==> config.mk <==
export PLATFORM = sky130hd
export DESIGN_NAME = dma_seq
export DESIGN_NICKNAME = d
export VERILOG_FILES = /design/src/rtl/dma_seq_pkg.sv /design/src/rtl/dma_cfg_reg.sv /design/src/rtl/dma_req_gate.sv /design/src/rtl/dma_seq.sv
export SDC_FILE = /design/constraint.sdc
export NUM_CORES = 1
export LEC_CHECK = 0
export ABC_AREA = 1
export BUFFER_PORTS_ARGS = -buffer_cell sky130_fd_sc_hd__buf_2
export CAP_MARGIN = 25
export CORE_ASPECT_RATIO = 2
export CORE_MARGIN = 2
export CORE_UTILIZATION = 50
export CTS_CLUSTER_DIAMETER = 30
export DETAILED_ROUTE_END_ITERATION = 12
export PLACE_DENSITY = 0.88
export RECOVER_POWER = 100
export REMOVE_ABC_BUFFERS = 1
export SETUP_SLACK_MARGIN = 0.2
export SLEW_MARGIN = 20
export SYNTH_ARGS = -nofsm -noshare
export SYNTH_HDL_FRONTEND = slang
export SYNTH_HIERARCHICAL = 1
export SYNTH_SLANG_ARGS = --single-unit
==> constraint.sdc <==
create_clock -name clk_i -period 1.98 [get_ports clk_i]
set_input_delay 0.198 -clock clk_i [delete_from_list [all_inputs] [get_ports clk_i]]
set_output_delay 0.198 -clock clk_i [all_outputs]
set_load 0.01 [all_outputs]
==> src/rtl/dma_seq_pkg.sv <==
package dma_seq_pkg;
  typedef enum logic [1:0] {SZ_BYTE = 2'b00, SZ_WORD = 2'b01, SZ_LONG = 2'b10, SZ_16B = 2'b11} unit_e;
  typedef enum logic [1:0] {ST_IDLE, ST_RD, ST_WR, ST_SGL} state_e;

  typedef struct packed {
    logic  dst_int;
    logic  single;
    logic  per_sel;
    logic  lvl;
    logic  am;
    logic  auto_req;
    unit_e size;
  } mode_t;

  // bytes moved by one bus beat; the 16-byte unit runs as longword beats
  function automatic logic [4:0] beat_bytes(unit_e s);
    case (s)
      SZ_BYTE: return 5'd1;
      SZ_WORD: return 5'd2;
      default: return 5'd4;
    endcase
  endfunction
endpackage

==> src/rtl/dma_cfg_reg.sv <==
module dma_cfg_reg
  import dma_seq_pkg::*;
(
  input  logic       clk_i,
  input  logic       rst_ni,
  input  logic       stby_i,
  input  logic       we_i,
  input  logic       en_i,
  input  mode_t      ctrl_i,
  input  logic [3:0] src_lo_i,
  input  logic [3:0] dst_lo_i,
  input  logic       cnt_zero_i,
  output mode_t      ctrl_o,
  output logic       start_o,
  output logic       cfg_err_o,
  output logic       addr_err_o
);
  mode_t      ctrl_q;
  logic       cfg_err_q, addr_err_q;
  logic       cerr, aerr;
  logic [3:0] amask;

  always_comb begin
    case (ctrl_i.size)
      SZ_16B:  amask = 4'hF;
      SZ_LONG: amask = 4'h3;
      default: amask = 4'h0;
    endcase
    aerr = |((src_lo_i | dst_lo_i) & amask);
    cerr = cnt_zero_i
         | ((ctrl_i.size == SZ_16B) & ~ctrl_i.auto_req & (ctrl_i.lvl | ctrl_i.per_sel))
         | (~ctrl_i.single & (ctrl_i.size == SZ_BYTE) & ctrl_i.dst_int);
  end

  assign start_o = we_i & en_i & ~stby_i & ~cerr & ~aerr;

  always_ff @(posedge clk_i or negedge rst_ni) begin
    if (!rst_ni) begin
      ctrl_q     <= '0;
      cfg_err_q  <= 1'b0;
      addr_err_q <= 1'b0;
    end else if (stby_i) begin
      ctrl_q     <= '0;
      cfg_err_q  <= 1'b0;
      addr_err_q <= 1'b0;
    end else if (we_i) begin
      ctrl_q     <= ctrl_i;
      cfg_err_q  <= en_i & cerr;
      addr_err_q <= en_i & aerr;
    end
  end

  assign ctrl_o     = ctrl_q;
  assign cfg_err_o  = cfg_err_q;
  assign addr_err_o = addr_err_q;


  stby_clear_chk: assert property (@(posedge clk_i) disable iff (!rst_ni)
    $past(stby_i) |-> (ctrl_q == '0));

  aerr_nostart_chk: assert property (@(posedge clk_i) disable iff (!rst_ni)
    addr_err_q |-> $past(!start_o));
endmodule

==> src/rtl/dma_req_gate.sv <==
module dma_req_gate #(
  parameter int SYNC_STAGES = 2
) (
  input  logic clk_i,
  input  logic rst_ni,
  input  logic ext_req_i,
  input  logic per_req_i,
  input  logic auto_req_i,
  input  logic lvl_i,
  input  logic per_sel_i,
  input  logic take_i,
  input  logic clr_i,
  output logic req_o
);
  logic [SYNC_STAGES-1:0] ext_sync, per_sync;
  logic ext_prev, pend_q, rise;

  always_ff @(posedge clk_i or negedge rst_ni) begin
    if (!rst_ni) begin
      ext_sync <= '0;
      per_sync <= '0;
      ext_prev <= 1'b0;
    end else begin
      ext_sync <= {ext_sync[SYNC_STAGES-2:0], ext_req_i};
      per_sync <= {per_sync[SYNC_STAGES-2:0], per_req_i};
      ext_prev <= ext_sync[SYNC_STAGES-1];
    end
  end

  assign rise = ext_sync[SYNC_STAGES-1] & ~ext_prev;

  always_ff @(posedge clk_i or negedge rst_ni) begin
    if (!rst_ni)     pend_q <= 1'b0;
    else if (clr_i)  pend_q <= 1'b0;
    else if (rise)   pend_q <= 1'b1;
    else if (take_i) pend_q <= 1'b0;
  end

  always_comb begin
    if (auto_req_i)     req_o = 1'b1;
    else if (per_sel_i) req_o = per_sync[SYNC_STAGES-1];
    else if (lvl_i)     req_o = ext_sync[SYNC_STAGES-1];
    else                req_o = pend_q;
  end


  edge_once_chk: assert property (@(posedge clk_i) disable iff (!rst_ni)
    (take_i & ~rise & ~auto_req_i & ~lvl_i & ~per_sel_i) |=> !pend_q);
endmodule

==> src/rtl/dma_seq.sv <==
module dma_seq
  import dma_seq_pkg::*;
#(
  parameter int AW          = 32,
  parameter int DW          = 32,
  parameter int CW          = 16,
  parameter int SYNC_STAGES = 2
) (
  input  logic          clk_i,
  input  logic          rst_ni,
  input  logic          stby_i,
  input  logic          mstby_i,
  input  logic          cfg_we_i,
  input  logic          cfg_en_i,
  input  logic [7:0]    cfg_ctrl_i,
  input  logic [AW-1:0] cfg_src_i,
  input  logic [AW-1:0] cfg_dst_i,
  input  logic [CW-1:0] cfg_cnt_i,
  input  logic          ext_req_i,
  input  logic          per_req_i,
  output logic          bus_rd_o,
  output logic          bus_wr_o,
  output logic [AW-1:0] bus_addr_o,
  output logic [1:0]    bus_size_o,
  output logic [DW-1:0] bus_wdata_o,
  input  logic [DW-1:0] bus_rdata_i,
  output logic          dack_o,
  output logic          busy_o,
  output logic          done_o,
  output logic [7:0]    cfg_o,
  output logic          cfg_err_o,
  output logic          addr_err_o
);
  localparam int LAST_BEAT = 3;

  mode_t   ctrl;
  state_e  state_q;
  logic    start, req, take, last_beat, en_q, done_q;
  logic [1:0]    beat_q;
  logic [AW-1:0] src_q, dst_q, step;
  logic [CW-1:0] cnt_q;
  logic [DW-1:0] data_q;

  dma_cfg_reg u_cfg (
    .clk_i      (clk_i),
    .rst_ni     (rst_ni),
    .stby_i     (stby_i),
    .we_i       (cfg_we_i),
    .en_i       (cfg_en_i),
    .ctrl_i     (mode_t'(cfg_ctrl_i)),
    .src_lo_i   (cfg_src_i[3:0]),
    .dst_lo_i   (cfg_dst_i[3:0]),
    .cnt_zero_i (cfg_cnt_i == '0),
    .ctrl_o     (ctrl),
    .start_o    (start),
    .cfg_err_o  (cfg_err_o),
    .addr_err_o (addr_err_o)
  );

  dma_req_gate #(.SYNC_STAGES(SYNC_STAGES)) u_req (
    .clk_i      (clk_i),
    .rst_ni     (rst_ni),
    .ext_req_i  (ext_req_i),
    .per_req_i  (per_req_i),
    .auto_req_i (ctrl.auto_req),
    .lvl_i      (ctrl.lvl),
    .per_sel_i  (ctrl.per_sel),
    .take_i     (take),
    .clr_i      (stby_i | cfg_we_i),
    .req_o      (req)
  );

  assign take      = (state_q == ST_IDLE) & en_q & req & ~mstby_i & ~start & ~stby_i;
  assign last_beat = (ctrl.size != SZ_16B) | (beat_q == 2'(LAST_BEAT));
  assign step      = AW'(beat_bytes(ctrl.size));

  always_ff @(posedge clk_i or negedge rst_ni) begin
    if (!rst_ni) begin
      state_q <= ST_IDLE;
      beat_q  <= '0;
      src_q   <= '0;
      dst_q   <= '0;
      cnt_q   <= '0;
      data_q  <= '0;
      en_q    <= 1'b0;
      done_q  <= 1'b0;
    end else if (stby_i) begin
      state_q <= ST_IDLE;
      en_q    <= 1'b0;
      done_q  <= 1'b0;
    end else if (start) begin
      state_q <= ST_IDLE;
      beat_q  <= '0;
      src_q   <= cfg_src_i;
      dst_q   <= cfg_dst_i;
      cnt_q   <= cfg_cnt_i;
      en_q    <= 1'b1;
      done_q  <= 1'b0;
    end else begin
      done_q <= 1'b0;
      case (state_q)
        ST_IDLE: if (take) begin
          state_q <= ctrl.single ? ST_SGL : ST_RD;
          beat_q  <= '0;
        end
        ST_RD: begin
          data_q  <= bus_rdata_i;
          state_q <= ST_WR;
        end
        default: begin
          src_q <= src_q + step;
          dst_q <= dst_q + step;
          if (!last_beat) begin
            beat_q  <= beat_q + 2'd1;
            state_q <= (state_q == ST_WR) ? ST_RD : ST_SGL;
          end else begin
            state_q <= ST_IDLE;
            cnt_q   <= cnt_q - CW'(1);
            if (cnt_q == CW'(1)) begin
              en_q   <= 1'b0;
              done_q <= 1'b1;
            end
          end
        end
      endcase
    end
  end

  always_comb begin
    bus_rd_o   = (state_q == ST_RD) | ((state_q == ST_SGL) & ~ctrl.am);
    bus_wr_o   = (state_q == ST_WR) | ((state_q == ST_SGL) & ctrl.am);
    bus_addr_o = bus_wr_o ? dst_q : src_q;
    bus_size_o = (ctrl.size == SZ_16B) ? SZ_LONG : ctrl.size;
    dack_o     = ((state_q == ST_RD) & ~ctrl.am) | ((state_q == ST_WR) & ctrl.am)
               | (state_q == ST_SGL);
  end

  assign bus_wdata_o = data_q;
  assign busy_o      = en_q;
  assign done_o      = done_q;
  assign cfg_o       = ctrl;


  rd_then_wr_chk: assert property (@(posedge clk_i) disable iff (!rst_ni)
    (state_q == ST_RD) & ~stby_i |=> bus_wr_o);

  rw_excl_chk: assert property (@(posedge clk_i) disable iff (!rst_ni)
    $onehot0({bus_rd_o, bus_wr_o}));

  dack_in_cycle_chk: assert property (@(posedge clk_i) disable iff (!rst_ni)
    dack_o |-> (bus_rd_o | bus_wr_o));

  done_pulse_chk: assert property (@(posedge clk_i) disable iff (!rst_ni)
    done_o |=> !done_o);

  done_idle_chk: assert property (@(posedge clk_i) disable iff (!rst_ni)
    done_o |-> !busy_o);

  cfg_err_idle_chk: assert property (@(posedge clk_i) disable iff (!rst_ni)
    cfg_err_o |-> !busy_o);

  align_chk: assert property (@(posedge clk_i) disable iff (!rst_ni)
    (bus_rd_o | bus_wr_o) & ctrl.size[1] |-> (bus_addr_o[1:0] == 2'b00));
endmodule

# --- Word-level counts from Yosys, hierarchy flattened ---
# Cells that the tools add are included.
word_totals:
  reg_bits: 134
  out_inout_bits: 81
  wordCells: 141
classes:
  add_sub_neg: 4
  n_eq_ne: 16
  muxes: 44
  n_bitwise: 40
  n_reduce_logical: 16
op_table:
  columns: ["op", "count"]
  rows:
  - ["32-bit 2-to-1 mux", 5]
  - ["32-bit by 5-bit adder with 32-bit output", 2]
  - ["16-bit 2-to-1 mux", 3]
  - ["1-bit bitwise AND", 20]
  - ["1-bit 2-to-1 mux", 20]
  - ["2-bit 2-to-1 mux", 10]
  - ["16-bit by 1-bit equality test with 1-bit output, second input constant", 1]
  - ["16-bit zero test", 1]
  - ["8-bit 2-to-1 mux", 2]
  - ["16-bit by 1-bit subtractor with 16-bit output, second input constant", 1]
  - ["2-bit equality test, second input constant", 6]
  - ["1-bit inverter", 9]
  - ["1-bit bitwise OR", 9]
  - ["3-bit AND reduction", 3]
  - ["3-bit nonzero test", 3]
  - ["2-bit one-hot mux with 2 select lines", 2]
  - ["4-bit one-hot mux with 2 select lines", 1]
  - ["2-bit zero test", 3]
  - ["3-bit one-hot mux with 2 select lines", 1]
  - ["4-bit bitwise AND", 1]
  - ["2-bit by 1-bit equality test with 1-bit output, second input constant", 2]
  - ["2-bit inequality test, second input constant", 2]
  - ["4-bit inequality test, second input constant", 1]
  - ["4-bit bitwise OR", 1]
  - ["10 further kinds", 11]

# --- Depth between registers and ports, before layout ---
# Gate-level depths: netlist of the first run.
logic_depth:
  depth_word: 15
  mapped_depth: 17

# --- By module ---
# Netlist of the first run, hierarchy kept.
modules_own_cells:
  columns: ["mod", "instances", "cells_each", "area_each_um2", "seq_area_each_um2"]
  rows:
  - ["dma_seq", 1, 1227, 8267.9, 2952.8]
  - ["dma_cfg_reg", 1, 67, 508.0, 250.2]
  - ["dma_req_gate", 1, 20, 206.4, 150.1]

# --- Least setup slack after synthesis of the first run ---
# OpenSTA, ideal clock, no wires.
synth_path:
  kind: "input -> register"
  start: "input port cfg_cnt_i[10]"
  end: "register dst_q[3]"
  arrival_ns: 1.906
  t_required_ns: 1.859
  path_slack_ns: -0.046
  path_stages: 13
  path_buffers: 3
  path_cell_list: "nor4_1 > nand3_1 > nor3_1 > inv_2 > nand4_1 > nor2_1 > buf_2 > inv_2 > buf_2 > clkbuf_1 > nand3_1 > a22oi_1 > inv_1"
synth_via:
  elab_chain_len: 8
synth_rtl:
  columns: ["item", "line", "rtl"]
  rows:
  - ["from (decl)", "dma_seq.sv:18", "input logic [CW-1:0] cfg_cnt_i,"]
  - ["16-bit zero test *", "dma_seq.sv:53", ".cnt_zero_i (cfg_cnt_i == '0),"]
  - ["1-bit bitwise OR *", "dma_cfg_reg.sv:31", "| ((ctrl_i.size == SZ_16B) & ~ctrl_i.auto_req & (ctrl_i.lvl | ctrl_i.per_sel))"]
  - ["1-bit bitwise OR *", "dma_cfg_reg.sv:32", "| (~ctrl_i.single & (ctrl_i.size == SZ_BYTE) & ctrl_i.dst_int);"]
  - ["1-bit inverter *", "dma_cfg_reg.sv:35", "assign start_o = we_i & en_i & ~stby_i & ~cerr & ~aerr;"]
  - ["1-bit bitwise AND * (2 in a row)", "dma_cfg_reg.sv:35", null]
  - ["net start", "dma_seq.sv:38", "logic start, req, take, last_beat, en_q, done_q;"]
  - ["2-bit by 1-bit inequality test with 1-bit output (no line)", null, null]
  - ["2-bit AND reduction (no line)", null, null]
  - ["to (signal assigned)", "dma_seq.sv:95", "dst_q <= cfg_dst_i;"]
  - ["to (signal assigned)", "dma_seq.sv:112", "dst_q <= dst_q + step;"]
  - ["to (decl)", "dma_seq.sv:40", "logic [AW-1:0] src_q, dst_q, step;"]
# Mark *: on every way through the listed nets, which the timed path passes. The rest lies on a longest branch.
# A chain may end at the register's enable or synchronous reset.

# --- Worst setup path in the final report of the first run ---
layout_path:
  start: "input port cfg_dst_i[1]"
  end: "register dst_q[7]"
layout_via:
  elab_chain_len: 7
layout_rtl:
  columns: ["item", "line", "rtl"]
  rows:
  - ["from (decl)", "dma_seq.sv:17", "input logic [AW-1:0] cfg_dst_i,"]
  - ["4-bit bitwise OR *", "dma_cfg_reg.sv:29", "aerr = |((src_lo_i | dst_lo_i) & amask);"]
  - ["4-bit bitwise AND *", "dma_cfg_reg.sv:29", null]
  - ["4-bit OR reduction *", "dma_cfg_reg.sv:29", null]
  - ["1-bit inverter *", "dma_cfg_reg.sv:35", null]
  - ["1-bit bitwise AND *", "dma_cfg_reg.sv:35", null]
  - ["net start", "dma_seq.sv:38", null]
  - ["2-bit by 1-bit inequality test with 1-bit output (no line)", null, null]
  - ["2-bit AND reduction (no line)", null, null]
# Marked as above.

==> reports/metrics.yaml, run 1 <==
run_status:
  status: "finished with violations"
  violations: "negative hold slack, negative setup slack"
die:
  start_util_pct: 50.75
  die_y_microns: 193.6
  dieWidth_microns: 98.78
  dieArea_sq_mm: 0.01912
  row_count: 69
  core_area_sq_mm: 0.01770
  io-pin-count: 209
timing:
  fmax_ghz: 0.4787
  tightest_slew_ps: 979.7
  fin_setup_tns_ps: -1347
  relSlewSlack_pct: 34.69
  final-setup-viol-count: 33
  rsz0062_at_grt: "true"
  finalCritPeriodShare_pct: 105.5
  skew_ps: 12.97
  setup_ws_ps: -108.8
  whs_ps: -2.149
  finalHoldViolations: 1
  finalWorstPathRequiredPeriod_ps: 2089
  drv_slew: 0
synthesis:
  ys.flop_type: "dfrtp_1"
  synthCells: 1314
  async_reset_ff_share_pct: 100.0
  synth_warnings: 6
  syn_area_sq_mm: 0.008982
  ys_ff_latch: 134
  synth_edf_count: 0
  seq_area_frac_synth_pct: 37.33
  syn_avg_cell_area_sq_um: 6.836
  yosys.cell_types.count: 38
power_and_ir_drop:
  power_frac_clock_pct: 21.8
  power_density_mw_per_mm2: 1157
  leakage_nw: 6.468
  seqPwrFrac_pct: 33.2
  p_int_mw: 8.322
  p_sw_mw: 7.011
  vdd_drop_max_mv: 1.143
  netSwitchingFraction_pct: 45.72
  comb_power_share_pct: 45.0
grt:
  grt_antenna_before_repair: 1
  overflow: 0
  grtUsageTotal_pct: 35.49
  grt_max_degree: 52
  grt_first_pass_wirelength_microns: 53450
  grt_pass1_vias: 10724
setup_path:
  r2r_start: "u_cfg/ctrl_o[0]$_DFFE_PN0P_"
  crit_type: "in2reg"
  cp.arrival_ps: 2440
  cp_max_fo: 32
  rrSetupSlack_ps: -90
  cp-endpoint: "dst_q[7]$_DFFE_PN0P_"
  cp.required_ps: 2330
  critPathLaunchType: "input pin"
  r2r_end: "src_q[10]$_DFFE_PN0P_"
  critPathCaptureType: "register"
  startpoint: "cfg_dst_i[1]"
  reg2reg_depth: 13
placed_design:
  dp_worst_setup_slack_ps: -292.9
  gp_congestion: 1.022
  portBuffers: 208
  dp_cells: 1755
  hpwlAfterDp_microns: 23750
final_layout:
  fill_cells: 1208
  final_cells: 1864
  diodes: 0
  drive_gt1_share_pct: 33.98
  final_cell_mix: "313 x nand2_1, 176 x nor2_1, 158 x buf_2"
  fin_nets: 1773
  area_growth_syn_to_layout_pct: 47.60
  mostFrequentLayoutCell: "nand2_1"
routing:
  drcViolationCount: 0
  first_pass_iters: 6
  routed_via_density: 6.152
  initialDrtViolationCount: 1041
  wl_per_cell_microns: 22.24
  detail-route-antenna-nets: 0
  drt_wl_total_microns: 41460
  via_count: 11468
cts:
  worstSkewPairLatency_ps: 440
  cts-root-buf: "clkbuf_16"
  cts_sinks: 134
  cts_buffer_depth: 2
  numCtsBuffers: 17
  cts_tree: "built"
  clk_pin_slew_worst_paths_ps: 70
  htree_levels: 4
min_path:
  hp-class: "in2reg"
job:
  maxCapViolCount: 0
## metal layers
layer  global-route usage [%]  vias up  routed length, microns
met5                        0        -                       0
met2                    61.94      944                   19700
met3                    7.442      393                    4551
li1                         -     4918                       -
met1                    35.17     5213                   12180
met4                    28.77        0                    5018
## how the worst min path moves through the flow
stage,start,cells past startpoint,endpoint,slack [ps]
2_1_floorplan,rst_ni,0,beat_q[0]$_DFFE_PN0P_,-100
3_3_place_gp,rst_ni,1,cnt_q[10]$_DFFE_PN0P_,190
3_5_place_dp,rst_ni,1,cnt_q[13]$_DFFE_PN0P_,190
4_1_cts,bus_rdata_i[5],2,bus_wdata_o[5]$_DFFE_PN0P_,0.4
5_1_grt,bus_rdata_i[18],2,bus_wdata_o[18]$_DFFE_PN0P_,5
6_report,bus_rdata_i[9],2,bus_wdata_o[9]$_DFFE_PN0P_,-2
## layout make-up
| class | count | area [sq um] | area share (%) |
|---|---|---|---|
| multi-input combinational | 984 | 5823 | 43.92 |
| sequential | 134 | 3363 | 25.37 |
| timing repair buffer | 350 | 2620 | 19.76 |
| inverter | 151 | 591.8 | 4.464 |
| clock buffer | 18 | 429.2 | 3.237 |
| tap | 213 | 266.5 | 2.010 |
| clock inverter | 14 | 163.9 | 1.236 |
## per-stage QoR
step	utilization (%)	power (mW)	hold WS (ps)	cell area (sq um)
after floorplan	-	7.549	-97.59	8793
final	74.91	15.33	-2.149	13260
after global routing	74.91	15.95	4.582	13260
after global placement	60.57	9.577	189.5	10720
after CTS	68.94	13.57	0.3807	12200
after detailed placement	60.57	9.762	191.3	10720
## power groups by stage
stage	combinational (mW)	sequential, mW	clock, mW
after global routing	7.37	5.16	3.42
after detailed placement	4.98	4.78	0
after global placement	4.84	4.74	0
after floorplan	2.95	4.60	0
after CTS	5.53	4.77	3.27
final	6.90	5.09	3.35
## kinds of logic after synthesis
kind of cell	count (synthesis)	share of synthesized area, %
muxes	32	4.012
and+or+nand+nor	753	37.26
DFF	134	37.33
AOI/OAI and AO/OA	183	11.10
adders and majority gates	7	0.9750
buffers and inverters	196	8.441
xor gates and xnor gates	9	0.8776
## worst max-delay path, cell delays in order
cell,delay (ps)
buf_2,120
nor2_1,170
nand2_1,200
nand2_1,120
nand2_1,120
nor2_2,330
inv_4,140
a21oi_4,180
buf_4,390
o21ai_0,240
o22ai_1,200
## what timing repair did
| item | CTS | global route |
|---|---|---|
| gates cloned | 6 | 5 |
| resized for setup | 130 | 216 |
| pin swaps | 34 | 78 |
| endpoints found under the hold margin | 49 | 0 |
| hold buffers | 22 | 0 |
| setup buffers | 19 | 25 |
| endpoints found under the setup margin | 97 | 141 |
## cells in the mapped netlist (5+ instances only)
library cell | number | area (sq um)
ha_1 | 7 | 87.58
inv_2 | 7 | 26.28
a31oi_1 | 6 | 37.54
nand3_1 | 106 | 530.5
nand4_1 | 26 | 162.7
clkbuf_1 | 29 | 108.9
nand2_4 | 6 | 67.56
nand2_1 | 356 | 1336
buf_1 | 5 | 18.77
o21ai_0 | 107 | 535.5
dfrtp_1 | 134 | 3353
buf_2 | 10 | 50.05
nor3_1 | 18 | 90.09
mux2_2 | 32 | 360.4
xor2_1 | 9 | 78.83
nor2_4 | 11 | 123.9
nor2_2 | 9 | 56.30
o211ai_1 | 5 | 37.54
nand2_2 | 8 | 50.05
inv_1 | 143 | 536.8
o22ai_1 | 10 | 62.56
nor2_1 | 191 | 716.9
o21ai_1 | 18 | 90.09
a21oi_1 | 27 | 135.1
## state kept, by name (all words and copies together), names as in the netlist
register,count
bus_wdata_o,32
dst_q,32
src_q,32
cnt_q,16
u_cfg/ctrl_o,8
beat_q,2
state_q,2
u_req/ext_sync,2
u_req/per_sync,2
busy_o,1
done_o,1
u_cfg/addr_err_o,1
u_cfg/cfg_err_o,1
u_req/ext_prev,1
u_req/pend_q,1
Power figures use the tool's default switching activity.
==> inputs of run 2 (changes only) <==
--- a/config.mk
+++ b/config.mk
@@ -5,15 +5,15 @@
 export SDC_FILE = /design/constraint.sdc
 export NUM_CORES = 1
 export LEC_CHECK = 0
-export ABC_AREA = 1
+export ABC_AREA = 0
 export BUFFER_PORTS_ARGS = -buffer_cell sky130_fd_sc_hd__buf_2
 export CAP_MARGIN = 25
 export CORE_ASPECT_RATIO = 2
 export CORE_MARGIN = 2
-export CORE_UTILIZATION = 50
+export CORE_UTILIZATION = 48
 export CTS_CLUSTER_DIAMETER = 30
 export DETAILED_ROUTE_END_ITERATION = 12
-export PLACE_DENSITY = 0.88
+export PLACE_DENSITY = 0.87
 export RECOVER_POWER = 100
 export REMOVE_ABC_BUFFERS = 1
 export SETUP_SLACK_MARGIN = 0.2
==> run 2 against run 1 <==
  * The flow now stops in 5_1_grt
  * Synthesized cell count decreased by 35%
  * Area after synthesis shrank 13%
==> reports/metrics.yaml, run 2 <==
synthesis:
  synth_top_area_cell: "dfrtp_1"
  seq_area_frac_synth_pct: 42.75
  synth-xor-area-share_pct: 0.2233
  synthTopCellsByCount: "134 x dfrtp_1, 64 x nand2_1, 60 x mux2_2, 60 x nor2_1, 53 x clkbuf_1"
  synthCells: 849
  synth_adder_area_share_pct: 1.117
  synth-compound-area-share_pct: 19.35
  ys_ff_latch: 134
  async_reset_ff_share_pct: 100.0
  syn_avg_cell_area_sq_um: 9.239
  synth_edf_count: 0
  synth_warnings: 6
  synth_top_family_by_area: "simple AND/OR/NAND/NOR gates"
  muxShareOfSynthArea_pct: 12.06
  synthTopCellsByArea: "dfrtp_1 43%, mux2_2 8.6%, mux2i_1 3.4%"
  yosys.cell_types.count: 63
  synth_simple_gate_area_share_pct: 20.55
  ys.flop_type: "dfrtp_1"
  syn_area_sq_mm: 0.007844
  synth.most_common_cell: "dfrtp_1"
  synth.top_cell.area_share_pct: 42.75
cts:
  htree_levels: 4
  numCtsBuffers: 17
  cts_sinks: 134
  cts-root-buf: "clkbuf_16"
  cts_buffer_depth: 2
die:
  row_count: 66
  start_util_pct: 48.71
  dieWidth_microns: 94.39
  io-pin-count: 209
  die_y_microns: 184.8
placed_design:
  hpwlAfterDp_microns: 20470
  gp_congestion: 0.9432
  dpl_cell_area_sq_mm: 0.01048
  dp_cells: 1384
  portBuffers: 208
run_status:
  firstError: "[ERROR GRT-0232] Routing congestion too high. Check the congestion heatmap in the GUI."
  status: "did not finish"
  flow.stopped_at: "5_1_grt"
timing:
  postGrtWorstEndpoint: "src_q[18]$_DFFE_PN0P_/D"
  worstEpCategory: "register input"
grt:
  grt_max_degree: 47
  grtUsageTotal_pct: 78.66
  overflow: 417
## run 2: changes by cell type after synthesis, moves of 12 or more
cell      change
nand2_1     -292
nor2_1      -131
inv_1       -126
nand3_1      -66
o21ai_0      -60
mux2_2       +28
mux2i_1      +27
clkbuf_1     +24
a22oi_1      +23
nor3_1       +21
o21ai_1      -17
nor4_1       +14
a21oi_1      +13
or3_1        +12
## run 2: kinds of logic after synthesis
family / after synthesis
AO/OA/AOI/OAI: 225
XOR/XNOR: 2
adder cells (fa/ha/maj): 7
buffers and inverters: 82
flip-flops: 134
multiplexers: 87
AND/OR/NAND/NOR: 312
## run 2: layer usage
layer / global-route usage, % / GRT overflow
met1: 75.22 / 2
met2: 99.09 / 255
met3: 56.14 / 0
met4: 87.83 / 160
met5: 19.75 / 0
## run 2: what timing repair did
action / 4_1_cts
gates cloned: 10
hold endpoints to repair: 42
resized for setup: 297
hold buffers: 11
setup endpoints to repair: 147
setup buffers: 47
pin swaps: 82
## run 2: metrics by stage
step	hold WS (ps)	TNS (ps)	setup WS (ps)
4_1_cts	0.6565	-6844	-307.6
3_3_place_gp	177.0	-44690	-560.9
2_1_floorplan	-97.59	-1161210	-12600
3_5_place_dp	183.6	-50440	-622.0
==> inputs of run 3 (changes only) <==
--- a/config.mk
+++ b/config.mk
@@ -8,15 +8,12 @@
 export ABC_AREA = 0
 export BUFFER_PORTS_ARGS = -buffer_cell sky130_fd_sc_hd__buf_2
 export CAP_MARGIN = 25
-export CORE_ASPECT_RATIO = 2
 export CORE_MARGIN = 2
-export CORE_UTILIZATION = 48
-export CTS_CLUSTER_DIAMETER = 30
+export CORE_UTILIZATION = 38
 export DETAILED_ROUTE_END_ITERATION = 12
-export PLACE_DENSITY = 0.87
+export PLACE_DENSITY_LB_ADDON = 0.15
 export RECOVER_POWER = 100
 export REMOVE_ABC_BUFFERS = 1
-export SETUP_SLACK_MARGIN = 0.2
 export SLEW_MARGIN = 20
 export SYNTH_ARGS = -nofsm -noshare
 export SYNTH_HDL_FRONTEND = slang
==> constraint.sdc (replaced) <==
create_clock -name clk_i -period 2.6 [get_ports clk_i]
set_input_delay 0.26 -clock clk_i [delete_from_list [all_inputs] [get_ports clk_i]]
set_output_delay 0.26 -clock clk_i [all_outputs]
set_load 0.01 [all_outputs]
==> run 3 against run 2 <==
  * The flow now finishes without violations
  * Synthesized cell count unchanged
  * Area after synthesis unchanged
==> reports/metrics.yaml, run 3 <==
routing:
  drt_wl_total_microns: 26260
  routed_via_density: 5.672
  first_pass_iters: 8
  initialDrtViolationCount: 579
  detail-route-antenna-nets: 0
  wl_per_cell_microns: 18.88
  via_count: 7890
  drcViolationCount: 0
synthesis:
  syn_area_sq_mm: 0.007844
  synthTopCellsByCount: "134 x dfrtp_1, 64 x nand2_1, 60 x mux2_2, 60 x nor2_1, 53 x clkbuf_1"
  synth.most_common_cell: "dfrtp_1"
  seq_area_frac_synth_pct: 42.75
  synthCells: 849
  async_reset_ff_share_pct: 100.0
  ys.flop_type: "dfrtp_1"
  synth_edf_count: 0
  yosys.cell_types.count: 63
  syn_avg_cell_area_sq_um: 9.239
  synthTopCellsByArea: "dfrtp_1 43%, mux2_2 8.6%, mux2i_1 3.4%"
  ys_ff_latch: 134
  synth_top_area_cell: "dfrtp_1"
  synth.top_cell.area_share_pct: 42.75
  synth_warnings: 6
grt:
  grtUsageMet3_pct: 4.321
  grt_max_degree: 75
  grt-busiest-layer: "met2"
  grt_first_pass_wirelength_microns: 42150
  overflow: 0
  grt_antenna_before_repair: 0
  met2_usage_pct: 38.81
  grtUsageTotal_pct: 24.42
  grt_pass1_vias: 7771
  use_met1_pct: 34.72
final_layout:
  final_area_sq_mm: 0.01028
  drive_gt1_share_pct: 29.26
  area_growth_syn_to_layout_pct: 31.12
  seqCellArea_sq_mm: 0.003353
  utilization_pct: 50.83
  mostFrequentLayoutCell: "dfrtp_1"
  final_cell_mix: "134 x dfrtp_1, 131 x buf_2, 90 x clkbuf_1"
  multi_input_area_sq_mm: 0.004239
  fill_cells: 1963
  diodes: 0
  fin_nets: 1243
power_and_ir_drop:
  vdd_drop_max_mv: 0.4188
  leakage_nw: 4.348
  power_density_mw_per_mm2: 589.0
die:
  core_area_sq_mm: 0.02023
  dieArea_sq_mm: 0.02181
  io-pin-count: 209
  die_y_microns: 147.7
  start_util_pct: 38.76
  dieWidth_microns: 147.7
  row_count: 52
timing:
  rsz0062_at_grt: "false"
  finalCritPeriodShare_pct: 95.22
  drv_slew: 0
  whs_ps: 51.53
  final-setup-viol-count: 0
  relSlewSlack_pct: 14.12
  fin_setup_tns_ps: 0
  setup_ws_ps: 124.2
  fmax_ghz: 0.4039
  skew_ps: 9.322
  finalHoldViolations: 0
  finalWorstPathRequiredPeriod_ps: 2476
  tightest_slew_ps: 1288
setup_path:
  critPathLaunchType: "register"
  rrSetupSlack_ps: 120
  cp_max_fo: 7
  cp.arrival_ps: 2830
  cp.required_ps: 2960
  crit_type: "reg2reg"
  critPathCaptureType: "register"
placed_design:
  gp_congestion: 0.8529
  dpl_cell_area_sq_mm: 0.009801
  portBuffers: 208
  dp_worst_setup_slack_ps: -349.9
  hpwlAfterDp_microns: 18980
cts:
  htree_levels: 4
  worstSkewPairLatency_ps: 430
  numCtsBuffers: 17
  post-cts-setup-buffers: 0
  cts_tree: "built"
  cts-root-buf: "clkbuf_16"
  clk_pin_slew_worst_paths_ps: 70
  cts_sinks: 134
  cts_buffer_depth: 2
job:
  maxCapViolCount: 0
min_path:
  hp-class: "in2reg"
run_status:
  status: "finished, final reports clean"
==> run 3: cell counts after synthesis <==
Identical to the previous run, type by type.
==> run 3: logic make-up after synthesis <==
kind of cell | after synthesis | synth area share (%)
simple gates | 312 | 20.55
compound gates | 225 | 19.35
flops | 134 | 42.75
mux | 87 | 12.06
buf+inv | 82 | 3.956
fa+ha+maj | 7 | 1.117
xor+xnor | 2 | 0.2234
==> run 3: timing repair <==
item | CTS | global route
hold endpoints to repair | 20 | 0
setup endpoints to repair | 0 | 14
gates resized for setup | 0 | 10
hold buffers | 3 | 0
==> run 3: cell type report <==
cell class	instances	area share [%]
repair buffers	302	16.27
clock buffers	17	4.136
well taps	270	3.285
clock inverters	15	1.764
multi-input cells	633	41.22
inverters	20	0.7299
flip-flops and latches	134	32.60
==> run 3: final timing paths <==
path | start | to | depth (start not counted)
hold reg to reg | u_req/per_sync[0]$_DFF_PN0_ | u_req/per_sync[1]$_DFF_PN0_ | 0
min in group asynchronous | rst_ni | dst_q[12]$_DFFE_PN0P_ | 2
setup / recovery | u_cfg/ctrl_o[1]$_DFFE_PN0P_ | src_q[31]$_DFFE_PN0P_ | 7
max in group asynchronous | rst_ni | dst_q[16]$_DFFE_PN0P_ | 3
setup reg to reg | u_cfg/ctrl_o[1]$_DFFE_PN0P_ | src_q[31]$_DFFE_PN0P_ | 7
hold / removal | bus_rdata_i[13] | bus_wdata_o[13]$_DFFE_PN0P_ | 2
==> run 3: worst max-delay path, stage by stage (launching register included) <==
cell and delay (ps):
dfrtp_1 410, nor2_1 160, ha_1 230, o21ai_0 170, a211o_1 480, or2_2 370
or4_1 470, nand3_1 100
==> run 3: metrics by stage <==
step / total power [mW] / std cells
after floorplan: 3.062 / 787
after global placement: 3.615 / 1356
after detailed placement: 3.634 / 1356
after CTS: 6.144 / 1391
after global routing: 6.344 / 1391
final: 6.058 / 1391
==> run 3: where the power goes <==
group          leakage (nW)  internal (mW)  total, mW  switching, mW
Combinational          2.41          0.486       1.06          0.574
Sequential             1.64           2.29       2.50          0.207
Clock                 0.301           1.39       2.50           1.11
==> run 3: metal layers <==
layer / up-vias / wire length, microns
li1: 3752 / -
met1: 3810 / 11950
met3: 28 / 1685
met4: 0 / 418
met5: - / 0
met2: 300 / 12200
==> inputs of run 4 (changes only) <==
==> constraint.sdc (replaced) <==
create_clock -name clk_i -period 2.8 [get_ports clk_i]
set_input_delay 0.28 -clock clk_i [delete_from_list [all_inputs] [get_ports clk_i]]
set_output_delay 0.28 -clock clk_i [all_outputs]
set_load 0.01 [all_outputs]
==> run 4 against run 3 <==
  * The flow now finishes with violations (max-capacitance violations, max-slew violations)
  * Final cell count fell by 2.1%
  * Worst setup slack improved by 79 ps
  * First-iteration DRC count fell by 20%
  * Worst hold slack improved by 29 ps
  * Clock power fell by 10%
  * Routed wire length fell by 1.9%
  * Total power fell by 8.9%
  * Critical path depth fell by 2
  * Sequential share of layout area rose by 0.81 points
  * Largest power group unchanged
==> reports/metrics.yaml, run 4 (synthesis gave the netlist of run 3 again) <==
setup_path:
  path_delay_family: "simple AND/OR/NAND/NOR gates"
  cp_cell_sequence: "or3_1, or4_1, or4_2, a21oi_1, nor2_1"
  cp_max_fo: 7
  cp.required_ps: 3020
  critPathLaunchType: "register"
  critPathCaptureType: "register"
  crit_type: "reg2reg"
  path_buf_inv: 0
  crit_path_top_delay_cell: "or4_2"
  cp.arrival_ps: 2820
  max_stage_delay_ps: 710
final_layout:
  final_cell_mix: "134 x dfrtp_1, 132 x buf_2, 83 x clkbuf_1"
  fin_nets: 1214
  final_area_sq_mm: 0.01003
  utilization_pct: 49.59
  drive_gt1_share_pct: 27.20
  fill_cells: 1973
  diodes: 0
  mostFrequentLayoutCell: "dfrtp_1"
  area_growth_syn_to_layout_pct: 27.93
power_and_ir_drop:
  p_sw_mw: 1.698
  vdd_drop_max_mv: 0.4033
  netSwitchingFraction_pct: 30.79
  finalPower_mw: 5.516
  p_int_mw: 3.818
  power_frac_clock_pct: 40.8
  leakage_nw: 4.204
  seqPwrFrac_pct: 42.2
  power_density_mw_per_mm2: 549.7
  comb_power_share_pct: 16.9
grt:
  grtUsageTotal_pct: 23.64
  grt_first_pass_wirelength_microns: 40540
  overflow: 0
  grt_pass1_vias: 7417
  grt_max_degree: 63
  grt_antenna_before_repair: 0
timing:
  fmax_ghz: 0.3851
  final-setup-viol-count: 0
  drv_slew: 108
  rsz0062_at_grt: "false"
  skew_ps: 9.957
  fin_setup_tns_ps: 0
  finalWorstPathRequiredPeriod_ps: 2597
  finalCritPeriodShare_pct: 92.75
  finalHoldViolations: 0
  relSlewSlack_pct: -39.92
  tightest_slew_ps: 2099
  setup_ws_ps: 203.1
placed_design:
  portBuffers: 208
  gp_congestion: 0.8831
  dp_worst_setup_slack_ps: -174.4
  dpl_cell_area_sq_mm: 0.009570
  hpwlAfterDp_microns: 18710
routing:
  first_pass_iters: 5
  via_count: 7792
  drt_wl_total_microns: 25760
  detail-route-antenna-nets: 0
  initialDrtViolationCount: 464
  wl_per_cell_microns: 18.91
  routed_via_density: 5.721
  drcViolationCount: 0
cts:
  cts-root-buf: "clkbuf_16"
  cts_sinks: 134
  numCtsBuffers: 17
  worstSkewPairLatency_ps: 430
  post-cts-setup-buffers: 0
  cts_tree: "built"
  htree_levels: 4
  cts_buffer_depth: 2
  clk_pin_slew_worst_paths_ps: 70
run_status:
  violations: "max-capacitance violations, max-slew violations"
  status: "finished with violations"
die:
  core_area_sq_mm: 0.02023
  dieArea_sq_mm: 0.02181
  dieWidth_microns: 147.7
  die_y_microns: 147.7
  start_util_pct: 38.76
  row_count: 52
  io-pin-count: 209
min_path:
  hp-class: "in2reg"
job:
  maxCapViolCount: 2
[run 4: worst register-to-register path, stage by stage (launching register included)]
cell and delay (ps):
dfrtp_1 420, or3_1 460, or4_1 590, or4_2 710, a21oi_1 170, nor2_1 50
[run 4: final cells by class]
class	instances	area, sq um	area share [%]
flip-flops and latches	134	3353	33.42
well taps	270	337.8	3.367
clock inverters	15	156.4	1.559
inverters	20	75.07	0.7481
repair buffers	273	1479	14.74
multi-input cells	633	4208	41.93
clock buffers	17	425.4	4.239
[run 4: final timing paths]
check                                            start                          end  slack, ps  cells after the start
min in group asynchronous                       rst_ni         src_q[2]$_DFFE_PN0P_        840                      2
min                                    bus_rdata_i[11]  bus_wdata_o[11]$_DFFE_PN0P_         80                      2
max in group asynchronous                       rst_ni  bus_wdata_o[29]$_DFFE_PN0P_        540                      3
max                               cnt_q[6]$_DFFE_PN0P_           busy_o$_DFFE_PN0P_        200                      5
max reg2reg                       cnt_q[6]$_DFFE_PN0P_           busy_o$_DFFE_PN0P_        200                      5
min reg2reg                u_req/ext_sync[0]$_DFF_PN0_  u_req/ext_sync[1]$_DFF_PN0_        350                      0
[run 4: metrics by stage]
step	cells	hold WS (ps)
after floorplan	787	-15.59
after global placement	1327	331.7
after detailed placement	1327	326.8
after CTS	1362	61.57
after global routing	1362	60.90
final	1362	80.34
[run 4: timing repair]
item	CTS	global route
hold buffers	3	0
gates resized for setup	0	2
endpoints found under the setup margin	0	1
endpoints found under the hold margin	62	0
[run 4: power by group through the flow]
stage	combinational [mW]	clock (mW)	sequential, mW
floorplan	0.493	0	2.35
global placement	0.963	0	2.36
detailed placement	0.972	0	2.36
CTS	0.979	2.30	2.32
global route	1.05	2.38	2.36
finish	0.934	2.25	2.33
[run 4: layer usage]
metal	vias up	share of wire [%]	track usage (%)
li1	3679	-	-
met1	3788	45	33.44
met2	293	46	36.23
met3	32	7.1	5.741
met4	0	1.7	6.587
met5	-	0	0
